File: src/rtl/rob_pkg.sv
package rob_pkg;
  typedef enum logic [1:0] {
    SLOT_FREE = 2'd0,
    SLOT_WAIT = 2'd1,
    SLOT_DONE = 2'd2
  } slot_st_e;
endpackage

File: src/rtl/rob_ptr.sv
module rob_ptr #(
  parameter int W = 2
) (
  input  logic         clk_i,
  input  logic         rst_ni,
  input  logic         adv_i,
  output logic [W-1:0] ptr_o
);
  always_ff @(posedge clk_i or negedge rst_ni) begin
    if (!rst_ni)    ptr_o <= '0;
    else if (adv_i) ptr_o <= ptr_o + 1'b1;
  end


  step_one_chk: assert property (@(posedge clk_i) disable iff (!rst_ni)
    adv_i |=> ptr_o == W'($past(ptr_o) + 1'b1));
  hold_chk: assert property (@(posedge clk_i) disable iff (!rst_ni)
    !adv_i |=> $stable(ptr_o));
endmodule

File: src/rtl/rob_slot.sv
module rob_slot
  import rob_pkg::*;
#(
  parameter int DATA_W = 32
) (
  input  logic              clk_i,
  input  logic              rst_ni,
  input  logic              rsv_i,
  input  logic              cpl_i,
  input  logic              drn_i,
  input  logic [DATA_W-1:0] data_i,
  output slot_st_e          state_o,
  output logic [DATA_W-1:0] data_o
);
  always_ff @(posedge clk_i or negedge rst_ni) begin
    if (!rst_ni) begin
      state_o <= SLOT_FREE;
      data_o  <= '0;
    end else begin
      if (drn_i) state_o <= SLOT_FREE;
      if (rsv_i) state_o <= SLOT_WAIT;
      if (cpl_i) begin
        state_o <= SLOT_DONE;
        data_o  <= data_i;
      end
    end
  end


  cpl_on_wait_chk: assert property (@(posedge clk_i) disable iff (!rst_ni)
    cpl_i |-> state_o == SLOT_WAIT);

  rsv_on_free_chk: assert property (@(posedge clk_i) disable iff (!rst_ni)
    rsv_i |-> state_o == SLOT_FREE);

  drn_frees_chk: assert property (@(posedge clk_i) disable iff (!rst_ni)
    drn_i |=> state_o == SLOT_FREE);

  drn_on_done_chk: assert property (@(posedge clk_i) disable iff (!rst_ni)
    drn_i |-> state_o == SLOT_DONE);
endmodule

File: src/rtl/cmpl_rob.sv
module cmpl_rob
  import rob_pkg::*;
#(
  parameter int SLOTS  = 8,
  parameter int DATA_W = 32,
  localparam int TOK_W = $clog2(SLOTS)
) (
  input  logic              clk_i,
  input  logic              rst_ni,
  input  logic              rsv_valid_i,
  output logic              rsv_ready_o,
  output logic [TOK_W-1:0]  rsv_tok_o,
  input  logic              cpl_valid_i,
  output logic              cpl_ready_o,
  input  logic [TOK_W-1:0]  cpl_tok_i,
  input  logic [DATA_W-1:0] cpl_data_i,
  output logic              drn_valid_o,
  input  logic              drn_ready_i,
  output logic [DATA_W-1:0] drn_data_o
);
  slot_st_e          st_q  [SLOTS];
  logic [DATA_W-1:0] dat_q [SLOTS];
  logic [SLOTS-1:0]  busy;
  logic [TOK_W-1:0]  drn_ptr;
  logic              rsv_fire, drn_fire;

  // round-robin order means the slot under the reserve pointer is free iff not full
  assign rsv_ready_o = (st_q[rsv_tok_o] == SLOT_FREE);
  assign drn_valid_o = (st_q[drn_ptr] == SLOT_DONE);
  assign drn_data_o  = dat_q[drn_ptr];
  assign cpl_ready_o = 1'b1;
  assign rsv_fire    = rsv_valid_i && rsv_ready_o;
  assign drn_fire    = drn_valid_o && drn_ready_i;

  rob_ptr #(.W(TOK_W)) u_rsv_ptr (
    .clk_i (clk_i), .rst_ni (rst_ni), .adv_i (rsv_fire), .ptr_o (rsv_tok_o)
  );

  rob_ptr #(.W(TOK_W)) u_drn_ptr (
    .clk_i (clk_i), .rst_ni (rst_ni), .adv_i (drn_fire), .ptr_o (drn_ptr)
  );

  for (genvar i = 0; i < SLOTS; i++) begin : g_slot
    rob_slot #(.DATA_W(DATA_W)) u_slot (
      .clk_i   (clk_i),
      .rst_ni  (rst_ni),
      .rsv_i   (rsv_fire && rsv_tok_o == TOK_W'(i)),
      .cpl_i   (cpl_valid_i && cpl_tok_i == TOK_W'(i)),
      .drn_i   (drn_fire && drn_ptr == TOK_W'(i)),
      .data_i  (cpl_data_i),
      .state_o (st_q[i]),
      .data_o  (dat_q[i])
    );
    assign busy[i] = (st_q[i] != SLOT_FREE);
  end


  full_refuse_chk: assert property (@(posedge clk_i) disable iff (!rst_ni)
    !rsv_ready_o |-> &busy);

  empty_chk: assert property (@(posedge clk_i) disable iff (!rst_ni)
    (rsv_tok_o == drn_ptr && rsv_ready_o) |-> busy == '0);

  drn_hold_chk: assert property (@(posedge clk_i) disable iff (!rst_ni)
    (drn_valid_o && !drn_ready_i) |=> drn_valid_o && $stable(drn_data_o));

  cpl_ready_chk: assert property (@(posedge clk_i) disable iff (!rst_ni)
    cpl_ready_o);
endmodule

File: config.mk
export PLATFORM = sky130hd
export DESIGN_NAME = cmpl_rob
export DESIGN_NICKNAME = d
export VERILOG_FILES = /design/src/rtl/rob_pkg.sv /design/src/rtl/rob_ptr.sv /design/src/rtl/rob_slot.sv /design/src/rtl/cmpl_rob.sv
export SDC_FILE = /design/constraint.sdc
export NUM_CORES = 1
export LEC_CHECK = 0
export ABC_AREA = 1
export CAP_MARGIN = 10
export CORE_MARGIN = 10
export CORE_UTILIZATION = 35
export CTS_CLUSTER_DIAMETER = 120
export CTS_CLUSTER_SIZE = 20
export DETAILED_ROUTE_END_ITERATION = 8
export MAX_ROUTING_LAYER = met4
export PLACE_DENSITY_LB_ADDON = 0.15
export SLEW_MARGIN = 30
export SYNTH_ARGS = -nofsm -noshare
export SYNTH_HDL_FRONTEND = slang
export SYNTH_SLANG_ARGS = --single-unit
File: constraint.sdc
create_clock -name clk_i -period 3.2 [get_ports clk_i]
set_input_delay 0.64 -clock clk_i [delete_from_list [all_inputs] [get_ports clk_i]]
set_output_delay 0.64 -clock clk_i [all_outputs]
set_load 0.02 [all_outputs]
# Word level (Yosys, flattened, before mapping)
# Index checks and enable logic that the tools add are counted.
# word_totals
word_cells,117
input_bits,40
register_bits,278
out_inout_bits,38
# op_classes
order_cmp,2
eq_ne,22
reduce_logical,38
add_sub_neg,2
muxes,33
bitwise_logic,2
# ops
cell,n
$bmux 32 s3,1
$mux 32,2
$mux 2,28
$eq 3x3->1 const B,12
$logic_and 1x1->1,26
$reduce_bool 3->1,8
$eq 3x2->1 const B,6
$bmux 2 s3,2
$eq 3x1->1 const B,3
$logic_not 3->1,3
$ge 4x4->1 const B,2
$not 3->4,2
$add 3x1->3 const B,2
$eq 2x2->1 const B,1
$logic_not 2->1,1

# Longest topological paths before layout
# Gate-level depths: netlist (run 1).
# logic_depth
depth_word,10
mapped_depth,10
ltp_nobuf,9

# Hierarchy
# From an unflattened synthesis (run 1), not the netlist that was laid out.
# hier_totals
hier_cells,1755
hier_area_um2,13728.2
# modules_own_cells
mod,area_per_inst_um2,n_inst,cells_each,seq_area_each_um2
rob_slot,1380.1,8,144,850.8
cmpl_rob,2422.3,1,575,0.0
rob_ptr,132.6,2,14,75.1

# Least setup slack after synthesis (run 1)
# Ideal clock, no wire load.
# synth_path
kind,flip-flop to output port
start,register u_drn_ptr.ptr_o[0]
end,output port drn_data_o[25]
required_ns,2.560
n_path_buf,3
stages_incl_launch_ff,9
arrival_ns,1.488
path_slack_ns,1.072
cell_sequence,dfrtp_1 inv_2 buf_6 buf_4 buf_4 nor2_1 o22ai_1 nor2_1 a31oi_1
# synth_via
elab_chain_len,4
# synth_lines
element,line,rtl
from (decl),rob_ptr.sv:7,output logic [W-1:0] ptr_o
from (signal assigned),rob_ptr.sv:11,else if (adv_i) ptr_o <= ptr_o + 1'b1;
$not 3->4 (not written as such),cmpl_rob.sv:30,assign drn_data_o = dat_q[drn_ptr];
$bmux 32 s3,cmpl_rob.sv:30,
$mux 32 (not written as such) (2 in a row),cmpl_rob.sv:30,
to (decl),cmpl_rob.sv:19,output logic [DATA_W-1:0] drn_data_o
# Every way passes these cells. The select of a mux whose other input is x is not followed.

# Final worst setup path (run 1)
# layout_path
start,register u_drn_ptr.ptr_o[0]
end,output port drn_data_o[2]
# Same word-level chain as after synthesis.

==> results of run 1 <==
-- metal layers --
layer	track usage (%)	up-vias	share of wire, %
met5	-	-	0
met4	2.37	0	0.96
met3	1.63	29	3.5
met2	25.0	154	44
met1	23.4	4968	51
li1	-	5012	-
-- logic make-up after synthesis --
group | Yosys count | synth area share, %
compound gates | 460 | 19.2
xor+xnor | 2 | 0.137
fa+ha+maj | 12 | 1.17
buf+inv | 208 | 7.32
flops | 278 | 54.4
other cells | 1 | 0.0293
simple gates | 557 | 17.7
-- cell type report --
type | count | area [µm²]
tap | 461 | 577
sequential | 278 | 6970
multi-input combinational | 1032 | 4920
clock inverter | 1 | 8.76
clock buffer | 20 | 447
inverter | 98 | 369
fill | 3671 | 21300
timing repair buffer | 103 | 1200
-- cell usage after synthesis --
cell | n | area, µm²
sky130_fd_sc_hd__a21oi_1 | 10 | 50.1
sky130_fd_sc_hd__a31oi_1 | 32 | 200
sky130_fd_sc_hd__buf_1 | 4 | 15.0
sky130_fd_sc_hd__buf_2 | 65 | 325
sky130_fd_sc_hd__buf_4 | 5 | 37.5
sky130_fd_sc_hd__buf_6 | 7 | 78.8
sky130_fd_sc_hd__clkbuf_1 | 27 | 101
sky130_fd_sc_hd__clkbuf_2 | 2 | 10.0
sky130_fd_sc_hd__clkinv_2 | 1 | 5.00
sky130_fd_sc_hd__conb_1 | 1 | 3.75
sky130_fd_sc_hd__dfrtp_1 | 278 | 6960
sky130_fd_sc_hd__ha_1 | 12 | 150
sky130_fd_sc_hd__inv_1 | 91 | 342
sky130_fd_sc_hd__inv_2 | 6 | 22.5
sky130_fd_sc_hd__nand2_1 | 324 | 1220
sky130_fd_sc_hd__nand2_2 | 2 | 12.5
sky130_fd_sc_hd__nand2_4 | 1 | 11.3
sky130_fd_sc_hd__nand2_8 | 1 | 20.0
sky130_fd_sc_hd__nand3_1 | 26 | 130
sky130_fd_sc_hd__nand3_2 | 10 | 100
sky130_fd_sc_hd__nand3_4 | 1 | 17.5
sky130_fd_sc_hd__nand3b_1 | 8 | 60.1
sky130_fd_sc_hd__nor2_1 | 179 | 672
sky130_fd_sc_hd__nor2_2 | 5 | 31.3
sky130_fd_sc_hd__o211ai_1 | 32 | 240
sky130_fd_sc_hd__o21ai_0 | 263 | 1320
sky130_fd_sc_hd__o21ai_1 | 91 | 455
sky130_fd_sc_hd__o22ai_1 | 32 | 200
sky130_fd_sc_hd__xor2_1 | 2 | 17.5
-- power by group --
part	total (mW)	internal, mW	switching [mW]
clock	2.18	0.994	1.19
sequential	4.73	4.26	0.463
combinational	5.61	2.10	3.51
-- how the worst max path moves through the flow --
stage	to	slack, ns	depth (start not counted)
floorplan	drn_data_o[25]	1.07	8
global placement	drn_data_o[2]	0.36	7
detailed placement	drn_data_o[2]	0.36	7
CTS	drn_data_o[4]	0.0008	7
global route	drn_data_o[1]	0.007	7
finish	drn_data_o[2]	0.09	7
-- timing repair --
action                                  4_1_cts  5_1_grt
buffers inserted                              0        0
cloned                                        2        0
gates resized for setup                      31       12
endpoints found under the setup margin       30        8
hold buffers                                  0        0
hold endpoints to repair                      0        0
-- state kept, by name, indices dropped and copies added (netlist names) --
register / flops
u_drn_ptr.ptr_o: 3
g_slot.u_slot.state_o: 16
g_slot.u_slot.data_o: 256
u_rsv_ptr.ptr_o: 3
-- metrics by stage --
stage / power (mW) / hold WS (ns) / util, % / setup slack, ns / instance area, µm²
2_1_floorplan: 8.44 / 0.344 / - / 1.07 / 12800
6_report: 12.5 / 0.0797 / 40.4 / 0.0940 / 14500
3_5_place_dp: 10.6 / 0.468 / 39.0 / 0.364 / 14000
4_1_cts: 12.7 / 0.112 / 40.4 / 0.000787 / 14500
3_3_place_gp: 10.5 / 0.460 / 39.0 / 0.359 / 14000
5_1_grt: 13.5 / 0.139 / 40.4 / 0.00667 / 14500
-- placed cells by master, fill, tap and decap left out, types with 2 or more instances in the layout --
master                              n
sky130_fd_sc_hd__inv_1             87
sky130_fd_sc_hd__nand3b_1           8
sky130_fd_sc_hd__dfrtp_1          274
sky130_fd_sc_hd__clkbuf_2           2
sky130_fd_sc_hd__nand2_2            2
sky130_fd_sc_hd__clkdlybuf4s50_1   42
sky130_fd_sc_hd__clkbuf_1           2
sky130_fd_sc_hd__o21ai_1           91
sky130_fd_sc_hd__o211ai_1          32
sky130_fd_sc_hd__buf_12            16
sky130_fd_sc_hd__clkbuf_16         17
sky130_fd_sc_hd__dfrtp_2            2
sky130_fd_sc_hd__nor2_2             5
sky130_fd_sc_hd__bufbuf_16          2
sky130_fd_sc_hd__dlygate4sd2_1     27
sky130_fd_sc_hd__buf_4              8
sky130_fd_sc_hd__dlymetal6s2s_1     3
sky130_fd_sc_hd__a31oi_1           31
sky130_fd_sc_hd__o21ai_0          263
sky130_fd_sc_hd__o22ai_1           32
sky130_fd_sc_hd__xor2_1             2
sky130_fd_sc_hd__a21oi_1           10
sky130_fd_sc_hd__ha_1              12
sky130_fd_sc_hd__dfrtp_4            2
sky130_fd_sc_hd__inv_2             10
sky130_fd_sc_hd__nand3_2           10
sky130_fd_sc_hd__nand2_1          324
sky130_fd_sc_hd__nor2_1           178
sky130_fd_sc_hd__nand3_1           26
-- worst max-delay path, stage by stage (launching register included) --
cell and delay (ns):
sky130_fd_sc_hd__dfrtp_4 0.54, sky130_fd_sc_hd__inv_2 0.14, sky130_fd_sc_hd__bufbuf_16 0.36, sky130_fd_sc_hd__nor2_1 0.06
sky130_fd_sc_hd__o22ai_1 0.17, sky130_fd_sc_hd__nor2_1 0.07, sky130_fd_sc_hd__a31oi_2 0.24, sky130_fd_sc_hd__dlygate4sd2_1 0.37
==> flow_results.org, run 1 <==
** Status
- The flow ran to the end, and the final reports show no timing, DRC or antenna violations.

** CTS
- Clock buffer depth :: 3
- Clock buffers created by TritonCTS :: 17
- Root Driver :: sky130_fd_sc_hd__clkbuf_16
- H-tree depth :: 1
- Source-to-sink clock delay at the later pin of the worst-skew pair :: ~0.5 ns
- Post-CTS clock slew at the launch and capture registers of the worst setup and hold paths :: 0.09 ns
- Sink Count :: ~280
- Clock tree from TritonCTS :: built

** Global routing
- The via count of the first global-routing pass was around 10,000.
- Entering global routing, the biggest net connects between 70 and 80 pins.
- Remaining global-route overflow :: 0
- Number of antenna violations at the first check in global routing :: 0
- The first global-routing pass estimated roughly 58 mm of wire.
- All-layer global routing usage :: about 16%

** Worst setup path
- For flop-to-flop paths, the worst setup slack is around 1.4 ns.
- Tracing the worst setup path back leads to its startpoint at u_drn_ptr.ptr_o[0].
- In this run the worst path has a maximum fanout of 30.
- In this run the critical register-to-register path is launched from u_drn_ptr.ptr_o[0].
- The worst setup path is captured at an output pin.
- At the worst endpoint, the arrival time is roughly 2.5 ns.
- FF-to-FF End :: g_slot[0].u_slot.state_o[1]
- STA classifies the critical path startpoint as a flip-flop.
- Worst Reg-to-Reg Cells :: 8
- For the worst setup path, the data required time is between 2 and 3 ns.
- Type of the worst setup path :: reg2out

** Place
- Once detailed placement completed, the half-perimeter wirelength came to 19.7 mm.
- In this run, placement finished with an instance count of just under 2,000.
- Input and output buffers added on the ports amount to 76.
- RD Place Congestion :: 0.765

** Yosys
- Yosys printed 0 warnings.
- Count of state elements after synthesis :: roughly 280
- Sequential share of the synthesized area :: between 50% and 60%
- Synthesis produced 1,518 cells.
- The number of different library cells used by synthesis comes to 29.
- The average instance in the mapped netlist occupies 8.43 µm².
- The cell area that synthesis handed to floorplanning was ~13,000 µm².
- Number of nets in the synthesized netlist :: 1,570

** Final layout
- In the final design database the tool counted 1,582 nets.
- Leaving out filler cells and counting taps, the final layout contains ~2,000.
- Number of diodes added for antenna fixing :: 0
- Relative area change from synthesis to final layout :: 13.2%
- Cells with a size suffix above 1 make up under 10% of the layout.

** Floorplanning
- The floorplan step defined a core boundary enclosing approximately 36,000 µm².
- Chip height :: ~210 µm
- Row count :: approximately 70
- Area of the die :: 44,600 µm²
- Once the floorplan was initialized, standard cells occupied between 30% and 40% of the core.
- The die is around 210 µm wide.
- 78 I/O pins were placed.

** Run
- Max-capacitance violation count :: 0

** Timing
- The total count of max-transition violations in the final report is 0.
- Clock period minus worst slack :: ~3.1 ns
- Slew headroom :: 50.4%
- Worst Max-Slew Pin Slew :: roughly 0.74 ns
- Clock skew on the completed layout was measured at around 0.012 ns.
- Static timing analysis puts the maximum clock frequency at around 0.32 GHz.
- RSZ-0062 raised after global routing :: false
- Count of endpoints failing setup in the final report :: 0
- The number of hold violations in the final report is 0.
- Summed over all failing endpoints, the final setup total negative slack is 0 ns.
- Final Cycle Share :: a little over nine tenths

** Routing
- For this block, the routed nets add up to about 35 mm of wire.
- Number of DRC markers after the initial detailed-route iteration :: ~800
- Number of vias after detailed routing :: 10,200
- For this run, the detailed router's first-pass iteration total came to 5.
- After detailed routing, the number of vias per cell comes to between 5 and 6.
- Mean routed wirelength per cell :: around 17 µm
- For this run, design rule violations remaining after detail routing come to 0.
- Antenna violation net count after detailed routing :: 0

** Power and ir drop
- VDD sags by at most approximately 0.5 mV.
- In this run the power density over the cells is 864 nW/µm².
- The analysis attributes to cell leakage a power of around 6.6 nW.

** Worst hold path
- Worst hold path type :: in2async
No activity file was read; power rests on OpenSTA's default activity.
==> run 2: changes to the inputs <==
Settings changed: CAP_MARGIN 10 to 25.
==> results of run 2 <==
No change in the layout: final DEF, timing and power equal those of run 1.
